===== src/rtl/spi_cmd_pkg.sv =====
package spi_cmd_pkg;
    localparam int DATA_W     = 8;
    localparam int RING_DEPTH = 8;
    localparam int PTR_W      = $clog2(RING_DEPTH);
    localparam int CNT_W      = 4;
    localparam int ADDR_W     = 4;
    localparam int SCK_DIV    = 4;
    localparam int PH_W       = $clog2(SCK_DIV);
    localparam int SCK_HALF   = SCK_DIV / 2;
    localparam int BYTE_W     = CNT_W + 1;

    localparam logic [ADDR_W-1:0] A_OPCODE = 4'h0;
    localparam logic [ADDR_W-1:0] A_COUNT  = 4'h1;
    localparam logic [ADDR_W-1:0] A_CTRL   = 4'h2;
    localparam logic [ADDR_W-1:0] A_DATA   = 4'hC;
    localparam logic [ADDR_W-1:0] A_PTR    = 4'hD;

    typedef enum logic [1:0] {
        ST_IDLE,
        ST_SETUP,
        ST_SHIFT,
        ST_HOLD
    } eng_state_e;

    typedef struct packed {
        logic [DATA_W-1:0] opcode;
        logic [CNT_W-1:0]  rd_cnt;
        logic [CNT_W-1:0]  wr_cnt;
    } xfer_cfg_t;

    function automatic logic [BYTE_W-1:0] total_bytes(input xfer_cfg_t c);
        return {1'b0, c.rd_cnt} + {1'b0, c.wr_cnt};
    endfunction

    function automatic logic [PTR_W-1:0] ring_slot(input logic [BYTE_W-1:0] n);
        return n[PTR_W-1:0];
    endfunction
endpackage


===== src/rtl/spi_cmd_regs.sv =====
module spi_cmd_regs
    import spi_cmd_pkg::*;
(
    input  logic              clk,
    input  logic              rst,
    input  logic [ADDR_W-1:0] addr,
    input  logic              wr_en,
    input  logic              rd_en,
    input  logic [DATA_W-1:0] wdata,
    output logic [DATA_W-1:0] rdata,
    input  logic              busy,
    output xfer_cfg_t         cfg,
    output logic              start_pulse,
    input  logic [PTR_W-1:0]  eng_rd_idx,
    output logic [DATA_W-1:0] eng_rd_data,
    input  logic              eng_wr_en,
    input  logic [PTR_W-1:0]  eng_wr_idx,
    input  logic [DATA_W-1:0] eng_wr_data
);
    logic [DATA_W-1:0] ring [RING_DEPTH];
    logic [PTR_W-1:0]  ptr;
    logic              bus_wr_ok;

    assign bus_wr_ok   = wr_en && !busy;
    assign start_pulse = bus_wr_ok && (addr == A_CTRL) && wdata[0];
    assign eng_rd_data = ring[eng_rd_idx];

    always_ff @(posedge clk) begin
        if (rst) begin
            cfg <= '0;
            ptr <= '0;
        end else if (bus_wr_ok) begin
            case (addr)
                A_OPCODE: cfg.opcode <= wdata;
                A_COUNT:  {cfg.rd_cnt, cfg.wr_cnt} <= wdata;
                A_DATA:   ptr <= ptr + PTR_W'(1);
                A_PTR:    ptr <= '0;
                default:  ;
            endcase
        end else if (rd_en && addr == A_DATA) begin
            ptr <= ptr + PTR_W'(1);
        end
    end

    // Ring storage carries no reset: contents survive everything.
    always_ff @(posedge clk) begin
        if (eng_wr_en)
            ring[eng_wr_idx] <= eng_wr_data;
        else if (bus_wr_ok && addr == A_DATA)
            ring[ptr] <= wdata;
    end

    always_comb begin
        case (addr)
            A_OPCODE: rdata = cfg.opcode;
            A_COUNT:  rdata = {cfg.rd_cnt, cfg.wr_cnt};
            A_CTRL:   rdata = {{(DATA_W-1){1'b0}}, busy};
            A_DATA:   rdata = ring[ptr];
            A_PTR:    rdata = {{(DATA_W-PTR_W){1'b0}}, ptr};
            default:  rdata = '0;
        endcase
    end

    // configuration is frozen while a transaction runs
    a_r9_cfg_frozen: assert property (@(posedge clk) disable iff (rst)
        busy |=> $stable(cfg));

    // a data-port read with no write advances the pointer by one
    a_r7_read_advances: assert property (@(posedge clk) disable iff (rst)
        (rd_en && !wr_en && addr == A_DATA) |=> ptr == $past(ptr) + PTR_W'(1));

    // a pointer reset write brings the pointer to zero
    a_r4_ptr_reset: assert property (@(posedge clk) disable iff (rst)
        (bus_wr_ok && addr == A_PTR) |=> ptr == '0);
endmodule


===== src/rtl/spi_cmd_shifter.sv =====
module spi_cmd_shifter
    import spi_cmd_pkg::*;
(
    input  logic              clk,
    input  logic              rst,
    input  logic              start,
    input  xfer_cfg_t         cfg,
    output logic              busy,
    output logic [PTR_W-1:0]  ring_rd_idx,
    input  logic [DATA_W-1:0] ring_rd_data,
    output logic              ring_wr_en,
    output logic [PTR_W-1:0]  ring_wr_idx,
    output logic [DATA_W-1:0] ring_wr_data,
    output logic              spi_cs_n,
    output logic              spi_sck,
    output logic              spi_mosi,
    input  logic              spi_miso
);
    eng_state_e              st;
    logic [PH_W-1:0]         phase;
    logic [2:0]              bit_cnt;
    logic [BYTE_W-1:0]       byte_num;
    logic [DATA_W-1:0]       tx_sh, rx_sh, next_tx;
    logic [BYTE_W-1:0]       n_total;
    logic                    byte_end, sample_now;

    assign n_total    = total_bytes(cfg);
    assign sample_now = (st == ST_SHIFT) && (phase == PH_W'(SCK_HALF));
    assign byte_end   = (st == ST_SHIFT) && (phase == PH_W'(SCK_DIV-1)) && (bit_cnt == 3'd0);

    // Byte n+1 uses ring entry n; write-phase bytes come from the ring.
    assign ring_rd_idx = ring_slot(byte_num);
    assign next_tx     = (byte_num < {1'b0, cfg.wr_cnt}) ? ring_rd_data : '0;

    assign ring_wr_en   = byte_end && (byte_num != '0);
    assign ring_wr_idx  = ring_slot(byte_num - BYTE_W'(1));
    assign ring_wr_data = rx_sh;

    always_ff @(posedge clk) begin
        if (rst) begin
            st       <= ST_IDLE;
            phase    <= '0;
            bit_cnt  <= '0;
            byte_num <= '0;
            tx_sh    <= '0;
            rx_sh    <= '0;
        end else begin
            case (st)
                ST_IDLE: if (start) begin
                    st       <= ST_SETUP;
                    tx_sh    <= cfg.opcode;
                    byte_num <= '0;
                    bit_cnt  <= 3'd7;
                    phase    <= '0;
                end
                ST_SETUP: st <= ST_SHIFT;
                ST_SHIFT: begin
                    phase <= phase + PH_W'(1);
                    if (sample_now)
                        rx_sh <= {rx_sh[DATA_W-2:0], spi_miso};
                    if (phase == PH_W'(SCK_DIV-1)) begin
                        if (bit_cnt == 3'd0) begin
                            if (byte_num == n_total) begin
                                st <= ST_HOLD;
                            end else begin
                                byte_num <= byte_num + BYTE_W'(1);
                                tx_sh    <= next_tx;
                                bit_cnt  <= 3'd7;
                            end
                        end else begin
                            bit_cnt <= bit_cnt - 3'd1;
                            tx_sh   <= {tx_sh[DATA_W-2:0], 1'b0};
                        end
                    end
                end
                ST_HOLD: st <= ST_IDLE;
                default: st <= ST_IDLE;
            endcase
        end
    end

    assign busy     = (st != ST_IDLE);
    assign spi_cs_n = (st == ST_IDLE);
    assign spi_sck  = (st == ST_SHIFT) && (phase >= PH_W'(SCK_HALF));
    assign spi_mosi = (st == ST_SHIFT) && tx_sh[DATA_W-1];

    // no clock pulses with chip select released
    a_r10_sck_idle_low: assert property (@(posedge clk) disable iff (rst)
        spi_cs_n |-> !spi_sck);

    // select leads the first SCK edge by at least a cycle
    a_r10_cs_setup: assert property (@(posedge clk) disable iff (rst)
        $fell(spi_cs_n) |=> !spi_sck);

    // read-phase bytes drive zero on MOSI
    a_r8_mosi_zero: assert property (@(posedge clk) disable iff (rst)
        (st == ST_SHIFT && byte_num > {1'b0, cfg.wr_cnt}) |-> !spi_mosi);

    // the final response byte is written before chip select rises
    a_r6_last_kept: assert property (@(posedge clk) disable iff (rst)
        (st == ST_HOLD && n_total != '0) |-> $past(ring_wr_en));
endmodule


===== src/rtl/spi_cmd_engine.sv =====
module spi_cmd_engine
    import spi_cmd_pkg::*;
(
    input  logic              clk,
    input  logic              rst,
    input  logic [ADDR_W-1:0] bus_addr,
    input  logic              bus_wr,
    input  logic              bus_rd,
    input  logic [DATA_W-1:0] bus_wdata,
    output logic [DATA_W-1:0] bus_rdata,
    output logic              spi_cs_n,
    output logic              spi_sck,
    output logic              spi_mosi,
    input  logic              spi_miso
);
    xfer_cfg_t         cfg;
    logic              busy, start_pulse;
    logic [PTR_W-1:0]  rd_idx, wr_idx;
    logic [DATA_W-1:0] rd_data, wr_data;
    logic              wr_en;

    spi_cmd_regs u_regs (
        .clk         (clk),
        .rst         (rst),
        .addr        (bus_addr),
        .wr_en       (bus_wr),
        .rd_en       (bus_rd),
        .wdata       (bus_wdata),
        .rdata       (bus_rdata),
        .busy        (busy),
        .cfg         (cfg),
        .start_pulse (start_pulse),
        .eng_rd_idx  (rd_idx),
        .eng_rd_data (rd_data),
        .eng_wr_en   (wr_en),
        .eng_wr_idx  (wr_idx),
        .eng_wr_data (wr_data)
    );

    spi_cmd_shifter u_shift (
        .clk          (clk),
        .rst          (rst),
        .start        (start_pulse),
        .cfg          (cfg),
        .busy         (busy),
        .ring_rd_idx  (rd_idx),
        .ring_rd_data (rd_data),
        .ring_wr_en   (wr_en),
        .ring_wr_idx  (wr_idx),
        .ring_wr_data (wr_data),
        .spi_cs_n     (spi_cs_n),
        .spi_sck      (spi_sck),
        .spi_mosi     (spi_mosi),
        .spi_miso     (spi_miso)
    );
endmodule


===== config.mk =====
export PLATFORM = sky130hd
export DESIGN_NAME = spi_cmd_engine
export DESIGN_NICKNAME = d
export VERILOG_FILES = /design/src/rtl/spi_cmd_pkg.sv /design/src/rtl/spi_cmd_regs.sv /design/src/rtl/spi_cmd_shifter.sv /design/src/rtl/spi_cmd_engine.sv
export SDC_FILE = /design/constraint.sdc
export NUM_CORES = 1
export LEC_CHECK = 0
export ABC_AREA = 1
export BUFFER_PORTS_ARGS = -buffer_cell sky130_fd_sc_hd__buf_2
export CORE_MARGIN = 5
export CORE_UTILIZATION = 40
export CTS_BUF_LIST = sky130_fd_sc_hd__clkbuf_2 sky130_fd_sc_hd__clkbuf_4 sky130_fd_sc_hd__clkbuf_8
export DETAILED_ROUTE_END_ITERATION = 6
export SLEW_MARGIN = 20
export SYNTH_ARGS = -nofsm -noshare
export SYNTH_HDL_FRONTEND = slang
export SYNTH_HIERARCHICAL = 1
export SYNTH_SLANG_ARGS = --single-unit

===== constraint.sdc =====
create_clock -name clk -period 3.3 [get_ports clk]
set_clock_uncertainty 0.15 [all_clocks]
set_input_delay 0.165 -clock clk [delete_from_list [all_inputs] [get_ports clk]]
set_output_delay 0.165 -clock clk [all_outputs]
set_load 0.01 [all_outputs]

==> metrics.yaml <==
status: "complete, no violations"
clk-insertion-delay-late_ns: 0.44
min_period_over_period: 0.825
antenna_found_initial: 0
diodes: 0
route.detailed.wl_per_inst_um: 15.9
avgViaCountPerCell: 5.04
critPathCaptureType: "flop"
rsz0062_at_grt: "no"
maxCapViolCount: 0
synth_nets: 861
leakage_nw: 3.01
start_kind: "flop"
netlist_instances: 826
cp_max_fo: 7
avgSynthCellArea_um2: 7.80
crit_type: "reg -> reg"
io_pins: 28
port_buffers: 27
r2r_slack_ns: 0.58
first_pass_iters: 5
finalPower_mw: 4.18
async_flop_share: 0
clk_pin_slew_ns: 0.07
via_count: 5519
fmax_ghz: 0.367
start_util: 0.407
clockBufferDepth: 2
synth_cell_type_count: 40
finalSetupViolations: 0
path_buf_inv: 4
h-tree-depth: 4
overflow: 0
synth-seq-cells: 114
power_density_nw_per_um2: 571
finalWorstSetupSlack_ns: 0.578
hold_class: "in -> reg"
drt_iter0_drc: 519
drc_errors: 0
final_area_um2: 7330
critPathMaxStageDelay_ns: 0.38
synth_warnings: 6
dieArea_um2: 18800
cts.sinks: 114
cts_buffers: 17
critical_path_required_ns: 3.31
cts_tree: "yes"
tightestPinTransition_ns: 0.791
drive_gt1_frac: 0.138
postRouteAntennaNets: 0
crit_chain: "inv_1, ha_1, inv_1, nor2_2, nand3_1, a41oi_1, inv_1, nand3_2, nand2_1, nand2_1, nand2_1, nor2_1, buf_4"
place_area_um2: 6780
arrival_ns: 2.73
fin_nets: 900
die_y_um: 137
postRouteWirelength_um: 17400
crit_family: "simple AND/OR/NAND/NOR gates"
gp_congestion: 0.876
irDropWorstVdd_v: 0.000567
finalHoldViolCount: 0
fill_cells: 1536
grt_pass1_vias: 4973
setup_tns_ns: 0
core_area_um2: 15800
min_period_ns: 2.72
relSlewSlack: 0.472
rows: 46
yosysSeqAreaShare: 0.453
ys.flop_type: "edfxtp_1"
preCtsSetupSlack_ns: 0.580
synth_edf_count: 64
slew_violations: 0
grt_max_degree: 52
dp_hpwl_um: 12100
cp_slowest_cell: "nor2_1"
post_cts_buffers: 0
syn2layout_area_growth_pct: 13.7
die_w_um: 137
syn_area_um2: 6450
track_usage: 0.192
cts-root-buf: "clkbuf_8"
hold_ws_ns: 0.0535
grt_pass1_wl_um: 27100
## cell usage in the layout (no fill, tap or decap), types with 3 or more instances in the layout
master | Yosys | routed
o21ai_1 | 14 | 14
bufinv_16 | 0 | 5
nor2_4 | 4 | 4
nand3_1 | 48 | 48
xor2_1 | 5 | 5
clkbuf_4 | 0 | 3
nand4_1 | 12 | 12
nor2_1 | 87 | 87
inv_2 | 5 | 5
a21oi_1 | 49 | 49
ha_1 | 17 | 17
nand2_1 | 177 | 177
dlygate4sd3_1 | 0 | 11
buf_4 | 9 | 20
nor2_2 | 12 | 12
o21ai_0 | 91 | 91
buf_2 | 10 | 27
inv_1 | 98 | 98
edfxtp_1 | 64 | 64
o21bai_1 | 7 | 7
clkinv_1 | 2 | 4
clkbuf_8 | 0 | 17
dfxtp_1 | 50 | 49
clkinv_2 | 0 | 3
nand2_2 | 14 | 14
o211ai_1 | 13 | 13
## per-stage QoR
stage / std cells / util
after floorplan: 826 / -
after global placement: 1051 / 0.428
after detailed placement: 1051 / 0.428
after CTS: 1094 / 0.463
after global routing: 1094 / 0.463
final: 1094 / 0.463
## cell usage after synthesis (3+ instances only)
cell type	number	area share
edfxtp_1	64	0.30
o211ai_1	13	0.015
nor2_4	4	0.0070
nand2_1	177	0.10
inv_1	98	0.057
buf_6	3	0.0052
nor2_2	12	0.012
dfxtp_1	50	0.16
ha_1	17	0.033
o21ai_1	14	0.011
nand3_1	48	0.037
buf_2	10	0.0078
inv_2	5	0.0029
a21oi_1	49	0.038
nor2_1	87	0.051
nand4_1	12	0.012
o21bai_1	7	0.0082
o21ai_0	91	0.071
nand2_2	14	0.014
clkbuf_1	13	0.0076
xor2_1	5	0.0068
buf_4	9	0.010
## path summary, 6_finish.rpt
check / cells past startpoint / startpoint / to
max: 13 / u_shift/bit_cnt[0]$_SDFFE_PP0P_ / u_regs/ring[7][7]$_DFFE_PP_
min reg2reg: 2 / u_shift/bit_cnt[1]$_SDFFE_PP0P_ / u_shift/bit_cnt[1]$_SDFFE_PP0P_
min: 6 / bus_addr[1] / u_regs/ptr[2]$_SDFFE_PP0P_
max reg2reg: 13 / u_shift/bit_cnt[0]$_SDFFE_PP0P_ / u_regs/ring[7][7]$_DFFE_PP_
## area by class of cell
class                      count  area [µm²]  area share
sequential                   114        2920       0.399
multi-input combinational    568        2900       0.395
inverter                     106         400      0.0546
timing repair buffer          58         395      0.0539
tap                          216         270      0.0369
clock buffer                  20         256      0.0350
clock inverter                12         188      0.0256
## per-layer routing
metal	vias to the layer above	routed length, µm	track usage
li1	2800	-	-
met1	2509	8160	0.279
met2	191	7780	0.286
met3	19	1180	0.0379
met4	0	304	0.0649
met5	-	0	0
## worst register-to-register path, stage by stage (launching register included)
cell,delay (ns)
dfxtp_1,0.31
inv_1,0.09
ha_1,0.16
inv_1,0.05
nor2_2,0.16
nand3_1,0.11
a41oi_1,0.24
inv_1,0.17
nand3_2,0.15
nand2_1,0.08
nand2_1,0.06
nand2_1,0.10
nor2_1,0.38
buf_4,0.24
## power by group
part	total (mW)	internal, mW	switching [mW]	leakage [nW]
logic	1.08	0.330	0.751	1.76
clock network	1.48	0.913	0.566	0.222
registers	1.62	1.58	0.0441	1.04
total	4.18	2.82	1.36	3.01
## what timing repair did
action,CTS,global route
gates resized for setup,0,0
hold buffers,11,0
endpoints found under the hold margin,29,0
## cells by family (layout without fill, tap and decap cells)
kind of cell    Yosys count  count (layout)  synth area share
fa+ha+maj                18              18            0.0361
buf+inv                 144             196            0.0974
flops                   114             114             0.453
simple gates            364             364             0.254
xor+xnor                  7               7           0.00951
compound gates          179             179             0.150
## flip-flops by register name, summed over array words and instances (netlist names), named ones only
register and count:
u_regs/ring 64, u_shift/bit_cnt 3, u_shift/st 2, u_regs/ptr 3, u_regs/cfg 16, u_shift/ring_wr_data 8
u_shift/phase 2, u_shift/byte_num 5, u_shift/tx_sh 8
No activity file was read; power rests on OpenSTA's default activity.
